`config.mk`:
```
export PLATFORM = sky130hd
export DESIGN_NAME = fe_startup_seq
export DESIGN_NICKNAME = d
export VERILOG_FILES = /design/src/rtl/fsu_pkg.sv /design/src/rtl/fsu_hold_timer.sv /design/src/rtl/fsu_wr_port.sv /design/src/rtl/fsu_step_rom.sv /design/src/rtl/fe_startup_seq.sv
export SDC_FILE = /design/constraint.sdc
export NUM_CORES = 1
export LEC_CHECK = 0
export BUFFER_PORTS_ARGS = -buffer_cell sky130_fd_sc_hd__clkbuf_2
export CAP_MARGIN = 20
export CORE_UTILIZATION = 52
export DETAILED_ROUTE_END_ITERATION = 16
export GPL_TIMING_DRIVEN = 0
export MAX_ROUTING_LAYER = met4
export PLACE_DENSITY = 0.77
export REMOVE_ABC_BUFFERS = 1
export SETUP_SLACK_MARGIN = 0.1
export SYNTH_ARGS = -nofsm -noshare
export SYNTH_HDL_FRONTEND = slang
export SYNTH_SLANG_ARGS = --single-unit
```
`constraint.sdc`:
```
create_clock -name clk -period 2.4 [get_ports clk]
set_input_delay 0.48 -clock clk [delete_from_list [all_inputs] [get_ports clk]]
set_output_delay 0.48 -clock clk [all_outputs]
set_load 0.01 [all_outputs]
```
`src/rtl/fsu_pkg.sv`:
```
package fsu_pkg;

   typedef enum logic [2:0] {
      OP_SKIP,
      OP_WRITE,
      OP_WAIT,
      OP_DRV,
      OP_PULSE,
      OP_END
   } op_kind_e;

   typedef enum logic [1:0] {
      WT_NONE,
      WT_FE,
      WT_CORE
   } wait_sel_e;

   typedef enum logic [2:0] {
      ST_IDLE,
      ST_SETUP,
      ST_FETCH,
      ST_WRITE,
      ST_WAIT,
      ST_SYNC_LO,
      ST_DONE
   } seq_state_e;

   typedef struct packed {
      op_kind_e   kind;
      wait_sel_e  wsel;
      logic [7:0] addr;
   } step_t;

   typedef struct packed {
      logic three_phase;
      logic double_clk;
      logic hw_sync;
   } cfg_t;

   function automatic longint unsigned ceil_div(longint unsigned num, longint unsigned den);
      return (num + den - 1) / den;
   endfunction

   function automatic logic [31:0] user_value(int unsigned idx);
      return 32'((idx + 1) * 32'h0001_0203);
   endfunction

endpackage

```
`src/rtl/fsu_hold_timer.sv`:
```
module fsu_hold_timer #(
   parameter int W = 16
) (
   input  logic         clk,
   input  logic         rst_n,
   input  logic         load_i,
   input  logic [W-1:0] len_i,
   output logic         expire_o
);

   logic [W-1:0] cnt_q;

   always_ff @(posedge clk or negedge rst_n) begin
      if (!rst_n)
         cnt_q <= '0;
      else if (load_i)
         cnt_q <= len_i;
      else if (cnt_q != '0)
         cnt_q <= cnt_q - W'(1);
   end

   assign expire_o = (cnt_q == W'(1));

   AST_TMR_DECR: assert property (@(posedge clk) disable iff (!rst_n)
      (cnt_q != '0 && !load_i) |=> (cnt_q == $past(cnt_q) - W'(1)));

   AST_TMR_NONZERO_LOAD: assert property (@(posedge clk) disable iff (!rst_n)
      load_i |-> (len_i != '0));

endmodule

```
`src/rtl/fsu_wr_port.sv`:
```
module fsu_wr_port #(
   parameter int DATA_W = 28
) (
   input  logic              clk,
   input  logic              rst_n,
   input  logic              flush_i,
   input  logic              load_i,
   input  logic [7:0]        addr_i,
   input  logic [DATA_W-1:0] data_i,
   input  logic              ready_i,
   output logic              valid_o,
   output logic [7:0]        addr_o,
   output logic [DATA_W-1:0] data_o,
   output logic              fire_o
);

   always_ff @(posedge clk or negedge rst_n) begin
      if (!rst_n) begin
         valid_o <= 1'b0;
         addr_o  <= '0;
         data_o  <= '0;
      end else if (flush_i) begin
         valid_o <= 1'b0;
      end else if (load_i) begin
         valid_o <= 1'b1;
         addr_o  <= addr_i;
         data_o  <= data_i;
      end else if (fire_o) begin
         valid_o <= 1'b0;
      end
   end

   assign fire_o = valid_o & ready_i;

   AST_WR_HOLD: assert property (@(posedge clk) disable iff (!rst_n)
      (valid_o && !ready_i && !flush_i) |=> (valid_o && $stable(addr_o) && $stable(data_o)));

   AST_NO_OVERWRITE: assert property (@(posedge clk) disable iff (!rst_n)
      load_i |-> !valid_o);

endmodule

```
`src/rtl/fsu_step_rom.sv`:
```
module fsu_step_rom
   import fsu_pkg::*;
#(
   parameter int         DATA_W    = 28,
   parameter int         N_USER    = 4,
   parameter logic [7:0] USER_BASE = 8'h40,
   parameter int         PC_W      = 5
) (
   input  logic [PC_W-1:0]   pc_i,
   input  cfg_t              cfg_i,
   output step_t             step_o,
   output logic [DATA_W-1:0] data_o
);

   localparam int USER_LO = 12;
   localparam int USER_HI = USER_LO + N_USER;

   logic [7:0]  u_addr [N_USER];
   logic [31:0] u_val  [N_USER];

   for (genvar g = 0; g < N_USER; g++) begin : g_user
      assign u_addr[g] = USER_BASE + 8'(g);
      assign u_val[g]  = user_value(g);
   end

   logic [31:0] dval;
   int          pc_int;

   always_comb begin
      pc_int = int'(pc_i);
      step_o = '{kind: OP_END, wsel: WT_NONE, addr: 8'h00};
      dval   = '0;
      if (pc_int < USER_LO) begin
         step_o.kind = OP_WRITE;
         case (pc_int)
            0:  begin step_o.addr = 8'h12; dval = 32'h0; end          // pin becomes sync
            1:  begin step_o.addr = 8'h10; dval = 32'h1; end          // software reset
            2:  begin step_o.addr = 8'h25; dval = 32'h01FF_8000; end
            3:  begin step_o.addr = 8'h26; dval = 32'h01FF_8000; end
            4:  begin step_o.addr = 8'h1C; dval = 32'h00FF_8000; end
            5:  begin step_o.addr = 8'hD1; dval = 32'h0010_0000; end
            6:  begin
               if (cfg_i.three_phase) begin step_o.addr = 8'h24; dval = 32'h10; end
               else step_o.kind = OP_SKIP;
            end
            7:  begin step_o.addr = 8'h00; dval = 32'h4; end          // front-end on, clamp on
            8:  begin step_o.kind = OP_WAIT; step_o.wsel = WT_FE; end
            9:  begin
               if (cfg_i.double_clk) begin step_o.addr = 8'h0D; dval = 32'h1; end
               else step_o.kind = OP_SKIP;
            end
            10: begin step_o.addr = 8'h14; dval = 32'h1; end          // timing core reset
            default: begin step_o.kind = OP_WAIT; step_o.wsel = WT_CORE; end
         endcase
      end else if (pc_int < USER_HI) begin
         step_o.kind = OP_WRITE;
         for (int k = 0; k < N_USER; k++) begin
            if (pc_int == USER_LO + k) begin
               step_o.addr = u_addr[k];
               dval        = u_val[k];
            end
         end
      end else begin
         case (pc_int - USER_HI)
            0: step_o.kind = OP_DRV;
            1: begin step_o.kind = OP_WRITE; step_o.addr = 8'h11; dval = 32'h1; end
            2: begin step_o.kind = OP_WRITE; step_o.addr = 8'h20; dval = 32'h1; end
            3: begin
               if (cfg_i.hw_sync) step_o.kind = OP_PULSE;
               else begin step_o.kind = OP_WRITE; step_o.addr = 8'h13; dval = 32'h0100_0000; end
            end
            default: step_o.kind = OP_END;
         endcase
      end
   end

   assign data_o = DATA_W'(dval);

endmodule

```
`src/rtl/fe_startup_seq.sv`:
```
module fe_startup_seq
   import fsu_pkg::*;
#(
   parameter int unsigned CLK_HZ        = 100_000_000,
   parameter int          DATA_W        = 28,
   parameter int          N_USER        = 4,
   parameter logic [7:0]  USER_BASE     = 8'h40,
   parameter int          PIN_SETUP_CYC = 4
) (
   input  logic              clk,
   input  logic              rst_n,
   input  logic              start_i,
   input  logic              cfg_three_phase_i,
   input  logic              cfg_double_clk_i,
   input  logic              cfg_hw_sync_i,
   output logic              wr_valid_o,
   input  logic              wr_ready_i,
   output logic [7:0]        wr_addr_o,
   output logic [DATA_W-1:0] wr_data_o,
   output logic              rst_sync_n_o,
   output logic              vdrv_en_o,
   output logic              done_o
);

   localparam longint unsigned FE_CYC   = ceil_div(64'(CLK_HZ) * 64'd500, 64'd1_000_000);
   localparam longint unsigned CORE_CYC = ceil_div(64'(CLK_HZ) * 64'd100, 64'd1_000_000);
   localparam longint unsigned SYNC_RAW = ceil_div(64'(CLK_HZ) * 64'd100, 64'd1_000_000_000);
   localparam longint unsigned SYNC_CYC = (SYNC_RAW == 0) ? 64'd1 : SYNC_RAW;
   localparam longint unsigned MAX_CYC  = (FE_CYC > 64'(PIN_SETUP_CYC)) ? FE_CYC : 64'(PIN_SETUP_CYC);
   localparam int              TW       = $clog2(MAX_CYC + 1);
   localparam int              N_SLOT   = 17 + N_USER;
   localparam int              PC_W     = $clog2(N_SLOT + 1);

   localparam logic [TW-1:0] FE_LEN    = TW'(FE_CYC);
   localparam logic [TW-1:0] CORE_LEN  = TW'(CORE_CYC);
   localparam logic [TW-1:0] SYNC_LEN  = TW'(SYNC_CYC);
   localparam logic [TW-1:0] SETUP_LEN = TW'(PIN_SETUP_CYC);

   if (DATA_W < 25 || DATA_W > 32) begin : g_bad_data_w
      $error("DATA_W must lie in 25..32 to carry the widest register value");
   end
   if (N_USER < 1 || N_USER > 64) begin : g_bad_n_user
      $error("N_USER must lie in 1..64");
   end
   if (PIN_SETUP_CYC < 1) begin : g_bad_setup
      $error("PIN_SETUP_CYC must be at least 1");
   end
   if (CLK_HZ < 1_000_000) begin : g_bad_clk
      $error("CLK_HZ below 1 MHz is not supported");
   end
   if (32'(USER_BASE) + 32'(N_USER) > 256) begin : g_bad_base
      $error("user register block runs past address 0xFF");
   end

   seq_state_e        st_q;
   logic [PC_W-1:0]   pc_q;
   cfg_t              cfg_q;
   step_t             step;
   logic [DATA_W-1:0] step_data;
   logic              tmr_load, tmr_exp, wr_load, wr_fire;
   logic [TW-1:0]     tmr_len;

   fsu_step_rom #(
      .DATA_W    (DATA_W),
      .N_USER    (N_USER),
      .USER_BASE (USER_BASE),
      .PC_W      (PC_W)
   ) i_rom (
      .pc_i   (pc_q),
      .cfg_i  (cfg_q),
      .step_o (step),
      .data_o (step_data)
   );

   fsu_hold_timer #(.W(TW)) i_timer (
      .clk      (clk),
      .rst_n    (rst_n),
      .load_i   (tmr_load),
      .len_i    (tmr_len),
      .expire_o (tmr_exp)
   );

   fsu_wr_port #(.DATA_W(DATA_W)) i_port (
      .clk     (clk),
      .rst_n   (rst_n),
      .flush_i (start_i),
      .load_i  (wr_load),
      .addr_i  (step.addr),
      .data_i  (step_data),
      .ready_i (wr_ready_i),
      .valid_o (wr_valid_o),
      .addr_o  (wr_addr_o),
      .data_o  (wr_data_o),
      .fire_o  (wr_fire)
   );

   always_comb begin
      tmr_load = 1'b0;
      tmr_len  = '0;
      wr_load  = 1'b0;
      if (start_i) begin
         tmr_load = 1'b1;
         tmr_len  = SETUP_LEN;
      end else if (st_q == ST_FETCH) begin
         case (step.kind)
            OP_WRITE: wr_load = 1'b1;
            OP_WAIT: begin
               tmr_load = 1'b1;
               tmr_len  = (step.wsel == WT_FE) ? FE_LEN : CORE_LEN;
            end
            OP_PULSE: begin
               tmr_load = 1'b1;
               tmr_len  = SYNC_LEN;
            end
            default: ;
         endcase
      end
   end

   always_ff @(posedge clk or negedge rst_n) begin
      if (!rst_n) begin
         st_q         <= ST_IDLE;
         pc_q         <= '0;
         cfg_q        <= '0;
         rst_sync_n_o <= 1'b0;
         vdrv_en_o    <= 1'b0;
         done_o       <= 1'b0;
      end else if (start_i) begin
         st_q         <= ST_SETUP;
         pc_q         <= '0;
         cfg_q        <= '{three_phase: cfg_three_phase_i,
                           double_clk:  cfg_double_clk_i,
                           hw_sync:     cfg_hw_sync_i};
         rst_sync_n_o <= 1'b1;
         vdrv_en_o    <= 1'b0;
         done_o       <= 1'b0;
      end else begin
         case (st_q)
            ST_SETUP: if (tmr_exp) st_q <= ST_FETCH;
            ST_FETCH: begin
               case (step.kind)
                  OP_SKIP:  pc_q <= pc_q + PC_W'(1);
                  OP_WRITE: st_q <= ST_WRITE;
                  OP_WAIT:  st_q <= ST_WAIT;
                  OP_DRV: begin
                     vdrv_en_o <= 1'b1;
                     pc_q      <= pc_q + PC_W'(1);
                  end
                  OP_PULSE: begin
                     rst_sync_n_o <= 1'b0;
                     st_q         <= ST_SYNC_LO;
                  end
                  default: begin
                     done_o <= 1'b1;
                     st_q   <= ST_DONE;
                  end
               endcase
            end
            ST_WRITE: if (wr_fire) begin
               pc_q <= pc_q + PC_W'(1);
               st_q <= ST_FETCH;
            end
            ST_WAIT: if (tmr_exp) begin
               pc_q <= pc_q + PC_W'(1);
               st_q <= ST_FETCH;
            end
            ST_SYNC_LO: if (tmr_exp) begin
               rst_sync_n_o <= 1'b1;
               pc_q         <= pc_q + PC_W'(1);
               st_q         <= ST_FETCH;
            end
            default: ;
         endcase
      end
   end

   AST_PIN_HIGH_ON_WRITE: assert property (@(posedge clk) disable iff (!rst_n)
      wr_valid_o |-> rst_sync_n_o);

   AST_DRV_LOW_AT_CORE: assert property (@(posedge clk) disable iff (!rst_n)
      (wr_valid_o && wr_addr_o == 8'h14) |-> !vdrv_en_o);

   AST_DRV_HIGH_AT_OE: assert property (@(posedge clk) disable iff (!rst_n)
      (wr_valid_o && wr_addr_o == 8'h11) |-> vdrv_en_o);

   AST_DRV_STICKY: assert property (@(posedge clk) disable iff (!rst_n)
      (vdrv_en_o && !start_i) |=> vdrv_en_o);

   AST_DONE_QUIET: assert property (@(posedge clk) disable iff (!rst_n)
      done_o |-> (rst_sync_n_o && vdrv_en_o && !wr_valid_o));

   AST_START_CLEARS: assert property (@(posedge clk) disable iff (!rst_n)
      start_i |=> (!done_o && !vdrv_en_o && rst_sync_n_o && !wr_valid_o));

endmodule

```
==> summary.md, run 1 <==
| Metric | Value |
|---|---|
| Worst-Margin Slew | 0.7512 ns |
| TritonRoute pass-1 iters | 4 |
| HP Class | input pin to async pin |
| # setup viols final | 0 |
| Ranking of synthesized cells by area | dfrtp_1 (41%), nand2_1 (5.3%), a21oi_1 (4.2%), o21ai_0 (4.0%), buf_4 (3.2%) |
| TNS Setup | 0 ns |
| Crit-path max cell delay | around 0.57 ns |
| TritonCTS clock tree | built |
| Final Core Density | 64.81% |
| Cts hold-fix bufs | 0 |
| Slew margin rel. | 49.81% |
| Overall routing resource usage | 24.98% |
| Initial Util | 54.35% |
| Pwr Total | 3.043 mW |
| Ys flop type | dfrtp_1 |
| Post-DR wirelength/cell | roughly 16 um |
| RSZ-0062 raised after global routing | true |
| Die X | 80.90 um |
| Initial DRC Count | 180 |
| WHS | about 0.19 ns |
| Placement Cell Area | 0.003415 sq mm |
| Post-DP HPWL | 5247 um |
| Clk Tree Root Cell | clkbuf_8 |
| Crit path kind | flop to flop |
| Async SR Flop Fraction | 100.0% |
| Period utilisation layout | 96.40% |
| Die Height | 80.90 um |
| Hold Fails Final Rpt | 0 |
| F_max | 0.4322 GHz |
| Register area share after synthesis | 40.97% |
| H-tree depth | 2 |
| Cell accounting for the most synthesized area | dfrtp_1 |
| #FFs+latches synth | 53 |
| Clk_skew | 0.002531 ns |
| Io pins | 47 |
| Cells after synthesis | 366 |
| Crit path time final | 2.314 ns |
| Top cell type's share of synthesized area | 40.97% |
| Clock-pin transition on the worst setup and hold timing paths | 0.10 ns |
| Largest delay share family, worst path | simple AND/OR/NAND/NOR gates |
| Post-Place Setup Slack | -0.2446 ns |
| Worst vdd ir | between 400 and 500 uV |
| Power per cell area | 788.5 mW/mm^2 |
| Skew-Pair Late Insertion Delay | around 0.31 ns |
| Total Nets Final | 422 |
| PortBufs | 36 |
| First-pass GRT wire length | about 12000 um |
| Crit end category | flop |
| CP required | 2.63 ns |
| Fraction of layout cells with a size suffix above 1 | 28.36% |
| Die area | about 0.0065 sq mm |
| Core area | 0.005956 sq mm |
| Vias in the first global route | ~2600 |
| Largest net degree at the start of global routing | 30 |
| Max FO, Critical Path | 10 |
| ANT nets after route | 0 |
| Initial antenna violation count | 0 |
| Dpl cells | 456 |
| Buf+Inv Stages, Crit Path | 1 |
| Startpoint Class | flop |
| Max-cap violations | 0 |
| CP arrival | 2.54 ns |
| Post-synth cell types | 63 |
| CP cell instances | buf_4 -> ha_4 -> or2_4 -> nor3_4 -> o21a_1 -> nand2_2 -> or4_4 -> a22oi_1 |
| CTS buffer count | 5 |
| Finished Layout Cells | 484 |
| Cell area after layout | around 0.0039 sq mm |
| Number of vias per cell | 5.839 |
| Max-slew violations | 0 |
| Final worst slack | between 0.08 and 0.09 ns |
| Final GP Congestion | 0.8950 |
| TritonCTS sink count | 53 |
| Antenna cells | 0 |
| Mean post-synth cell area | 8.844 sq um |
| Yosys warns | 0 |
| Grt total ovfl | 0 |
| Commonest cells post-synth | dfrtp_1 (53), nand2_1 (46), a21oi_1 (27) |
| Most common cell in the synthesized netlist | dfrtp_1 |
| Detailed Route WL | between 7000 and 8000 um |
| Vias | between 2000 and 3000 |
| Deepest clock path buffer count | 2 |
| Lkg Pwr | around 1.8 nW |
| Slowest-stage cell, CP | or4_4 |
| Outcome | completed |
| Number of flops mapped to enable cells by yosys | 0 |
| Row Count | 28 |
| Post-Syn Area | 0.003237 sq mm |
| DRC viols | 0 |
| Synth-to-Final Area Change | 19.25% |
-- worst register-to-register path: stages, from the launching register on --
cell     delay, ns
dfrtp_2       0.47
buf_4         0.17
ha_4          0.19
or2_4         0.25
nor3_4        0.15
o21a_1        0.20
nand2_2       0.08
or4_4         0.57
a22oi_1       0.15
-- path summary, 6_finish.rpt --
kind,cells past startpoint,end,startpoint,slack (ns)
setup / recovery,8,i_timer.cnt_q[1]$_DFFE_PN0P_,pc_q[0]$_DFFE_PN0P_,0.09
hold / removal,1,i_timer.cnt_q[11]$_DFFE_PN0P_,rst_n,0.19
setup reg to reg,8,i_timer.cnt_q[1]$_DFFE_PN0P_,pc_q[0]$_DFFE_PN0P_,0.09
hold reg to reg,1,i_port.data_o[17]$_DFFE_PN0P_,i_port.data_o[17]$_DFFE_PN0P_,0.49
max in group asynchronous,2,i_port.data_o[1]$_DFFE_PN0P_,rst_n,1.63
min in group clk,2,cfg_q[2]$_DFFE_PN0P_,cfg_three_phase_i,0.40
-- power breakdown --
| part | total [mW] | leakage (nW) | switching, mW | internal, mW |
|---|---|---|---|---|
| combinational | 1.33 | 1.08 | 0.729 | 0.602 |
| sequential | 1.17 | 0.703 | 0.152 | 1.02 |
| clock | 0.539 | 0.0512 | 0.305 | 0.235 |
-- what timing repair did --
| item | CTS | global route |
|---|---|---|
| endpoints found under the hold margin | 0 | 0 |
| cloned | 1 | 1 |
| endpoints found under the setup margin | 43 | 35 |
| resized for setup | 16 | 28 |
| setup buffers | 11 | 7 |
| pin swaps | 7 | 10 |
-- cells in the final DEF (no fill, tap or decap), types with 4 or more instances in the layout --
| cell type | n |
|---|---|
| a21o_1 | 11 |
| a21oi_1 | 26 |
| a31oi_1 | 5 |
| and2_1 | 4 |
| buf_12 | 4 |
| buf_4 | 14 |
| clkbuf_2 | 36 |
| clkbuf_8 | 6 |
| conb_1 | 10 |
| dfrtp_1 | 49 |
| dfrtp_2 | 4 |
| ha_4 | 4 |
| inv_1 | 8 |
| mux2_2 | 7 |
| mux2i_1 | 4 |
| nand2_1 | 44 |
| nand3_1 | 12 |
| nand4_1 | 4 |
| nor2_1 | 19 |
| nor2b_1 | 7 |
| nor3_1 | 5 |
| o21ai_0 | 20 |
| o21ai_1 | 8 |
| or3_1 | 4 |
| xnor2_1 | 6 |
| xor2_1 | 6 |
-- kinds of logic after synthesis --
kind of cell,share of synthesized area (%)
AND/OR/NAND/NOR,23.04
adder cells (fa/ha/maj),2.706
AO/OA/AOI/OAI,18.79
other,0.1159
buffers and inverters,7.112
multiplexers,4.020
XOR/XNOR,3.247
flip-flops,40.97
-- layout make-up --
| class | count | area [sq um] |
|---|---|---|
| Fill cell | 496 | 2096 |
| Multi-Input combinational cell | 277 | 1844 |
| Sequential cell | 53 | 1331 |
| Timing Repair Buffer | 58 | 440.4 |
| Tap cell | 75 | 93.84 |
| Clock buffer | 6 | 82.58 |
| Inverter | 13 | 53.80 |
| Clock inverter | 2 | 13.76 |
-- state kept, by name, indices dropped and copies added, names as in the netlist --
| name | count |
|---|---|
| i_timer.cnt_q | 16 |
| i_port.data_o | 14 |
| i_port.addr_o | 8 |
| i_port.valid_o | 1 |
| cfg_q | 3 |
| pc_q | 5 |
| vdrv_en_o | 1 |
| done_o | 1 |
| st_q | 3 |
| rst_sync_n_o | 1 |
-- metal layers --
| metal | part of all wire [%] | GRT usage (%) | vias to the layer above | routed length (um) |
|---|---|---|---|---|
| met3 | 4.5 | 4.270 | 10 | 351 |
| met2 | 52 | 42.18 | 86 | 4061 |
| met5 | 0 | - | - | 0 |
| met4 | 1.3 | 8.036 | 0 | 99 |
| met1 | 43 | 30.32 | 1382 | 3341 |
| li1 | - | - | 1348 | - |
(Power assumes the default switching activity.)
==> run 2: changes to the inputs <==
- CORE_MARGIN: unset -> 2
==> run 2 against run 1 <==
  * Critical path depth unchanged
  * Combinational power grew 5%
  * Largest cell class unchanged
  * Final area is 2.2% higher
==> summary.md, run 2 (synthesis gave the netlist of run 1 again) <==
| Metric | Value |
|---|---|
| Io pins | 47 |
| Buf+Inv Stages, Crit Path | 2 |
| Finished Layout Cells | roughly 500 |
| Worst-Margin Slew | 0.7853 ns |
| Lkg Pwr | between 1.5 and 2 nW |
| Crit-path max cell delay | 0.41 ns |
| F_max | 0.4266 GHz |
| Crit end category | flop |
| Die area | between 0.006 and 0.007 sq mm |
| ANT nets after route | 0 |
| Post-DP HPWL | between 5000 and 6000 um |
| TritonCTS clock tree | built |
| Most frequent cells in the layout | dfrtp_1 (51), nand2_1 (44), clkbuf_2 (36) |
| Crit path time final | between 2 and 2.5 ns |
| Max FO, Critical Path | 11 |
| CP cell instances | inv_2 -> ha_4 -> or2_4 -> a211oi_4 -> nand2_2 -> o2111ai_4 -> buf_12 -> mux2_2 |
| Synth-to-Final Area Change | 21.92% |
| Die X | 82.90 um |
| Period utilisation layout | 97.68% |
| CTS buffer count | 5 |
| # setup viols final | 0 |
| Grt total ovfl | 0 |
| Max-slew violations | 0 |
| Total Nets Final | 435 |
| CP required | 2.60 ns |
| WHS | ~0.2 ns |
| CP arrival | 2.55 ns |
| Pwr Total | 3.189 mW |
| Die Height | 82.90 um |
| Max-cap violations | 0 |
| Clk Tree Root Cell | clkbuf_8 |
| Final GP Congestion | 0.8951 |
| Vias in the first global route | 2772 |
| Placement Cell Area | 0.003415 sq mm |
| Commonest non-fill, non-tap cell in the layout | dfrtp_1 |
| Largest net degree at the start of global routing | 43 |
| PortBufs | 36 |
| Slowest-stage cell, CP | dfrtp_1 |
| Reg power frac | 36.6% |
| Clock-pin transition on the worst setup and hold timing paths | 0.10 ns |
| Initial antenna violation count | 0 |
| Initial Util | between 50% and 60% |
| Detailed Route WL | 8206 um |
| Clk_skew | 0.009533 ns |
| Worst vdd ir | approximately 440 uV |
| Max FFs per register | 16 |
| Cell area after layout | approximately 0.0039 sq mm |
| Deepest clock path buffer count | 2 |
| Crit path kind | flop to flop |
| Outcome | completed |
| Post-Place Setup Slack | -0.2497 ns |
| Internal Dissipation | 1.990 mW |
| DRC viols | 0 |
| Dpl cells | 456 |
| Fraction of layout cells with a size suffix above 1 | 30.57% |
| Startpoint Class | flop |
| Vias | ~2900 |
| Initial DRC Count | between 200 and 250 |
| Switch share | 37.61% |
| Slew margin rel. | 47.36% |
| Top Registers | i_timer.cnt_q x16, i_port.data_o x14, i_port.addr_o x8 |
| Core area | 0.005956 sq mm |
| Antenna cells | 0 |
| Final Core Density | 66.26% |
| Hold Fails Final Rpt | 0 |
| Post-DR wirelength/cell | roughly 17 um |
| Overall routing resource usage | approximately a quarter |
| Row Count | 28 |
| RSZ-0062 raised after global routing | true |
| Skew-Pair Late Insertion Delay | 0.31 ns |
| First-pass GRT wire length | 13110 um |
| Final worst slack | 0.05580 ns |
| HP Class | input pin to async pin |
| Largest reg by FF count | i_timer.cnt_q |
| Net Sw Power | 1.199 mW |
| Clock share of power | 19.4% |
| TNS Setup | 0 ns |
| Largest delay share family, worst path | compound AO/OA/AOI/OAI gates |
| Power per cell area | around 810 mW/mm^2 |
| Number of vias per cell | ~5.8 |
| Fraction of power consumed by combinational cells | 44.0% |
| H-tree depth | 2 |
| TritonRoute pass-1 iters | 4 |
| TritonCTS sink count | 53 |
run 2: worst paths after layout:
check / startpoint / to / slack (ns) / cells past startpoint
worst max-delay path: pc_q[1]$_DFFE_PN0P_ / i_port.addr_o[4]$_DFFE_PN0P_ / 0.06 / 8
worst min-delay path: rst_n / st_q[2]$_DFFE_PN0P_ / 0.20 / 1
worst max register to register: pc_q[1]$_DFFE_PN0P_ / i_port.addr_o[4]$_DFFE_PN0P_ / 0.06 / 8
worst min register to register: i_port.data_o[16]$_DFFE_PN0P_ / i_port.data_o[16]$_DFFE_PN0P_ / 0.48 / 1
max in group asynchronous: rst_n / i_port.data_o[16]$_DFFE_PN0P_ / 1.60 / 2
min in group clk: cfg_three_phase_i / cfg_q[2]$_DFFE_PN0P_ / 0.39 / 2
run 2: power by group through the flow:
stage,logic (mW),registers (mW),clock network [mW]
final,1.40,1.17,0.619
after floorplan,0.822,1.15,0
after global routing,1.52,1.19,0.664
after detailed placement,1.07,1.18,0
after CTS,1.22,1.16,0.628
after global placement,1.02,1.17,0
run 2: cell type report:
| type | count | area (sq um) |
|---|---|---|
| well taps | 75 | 93.84 |
| clock inverters | 3 | 43.79 |
| inverters | 13 | 52.55 |
| flip-flops and latches | 53 | 1331 |
| multi-input cells | 277 | 1842 |
| repair buffers | 71 | 514.2 |
| clock buffers | 5 | 68.82 |
| fillers | 487 | 2009 |
run 2: routing by layer:
| metal | track usage (%) | up-vias | wire length, um | share of wire, % |
|---|---|---|---|---|
| met4 | 6.408 | 0 | 130 | 1.6 |
| met5 | - | - | 0 | 0 |
| met2 | 40.03 | 92 | 4265 | 52 |
| met3 | 3.380 | 18 | 342 | 4.2 |
| met1 | 29.09 | 1404 | 3467 | 42 |
| li1 | - | 1362 | - | - |
run 2: what timing repair did:
item / 4_1_cts / 5_1_grt
cloned: 0 / 2
pin swaps: 4 / 12
setup buffers: 17 / 14
setup endpoints to repair: 45 / 35
resized for setup: 14 / 24
hold buffers: 0 / 0
hold endpoints to repair: 0 / 0
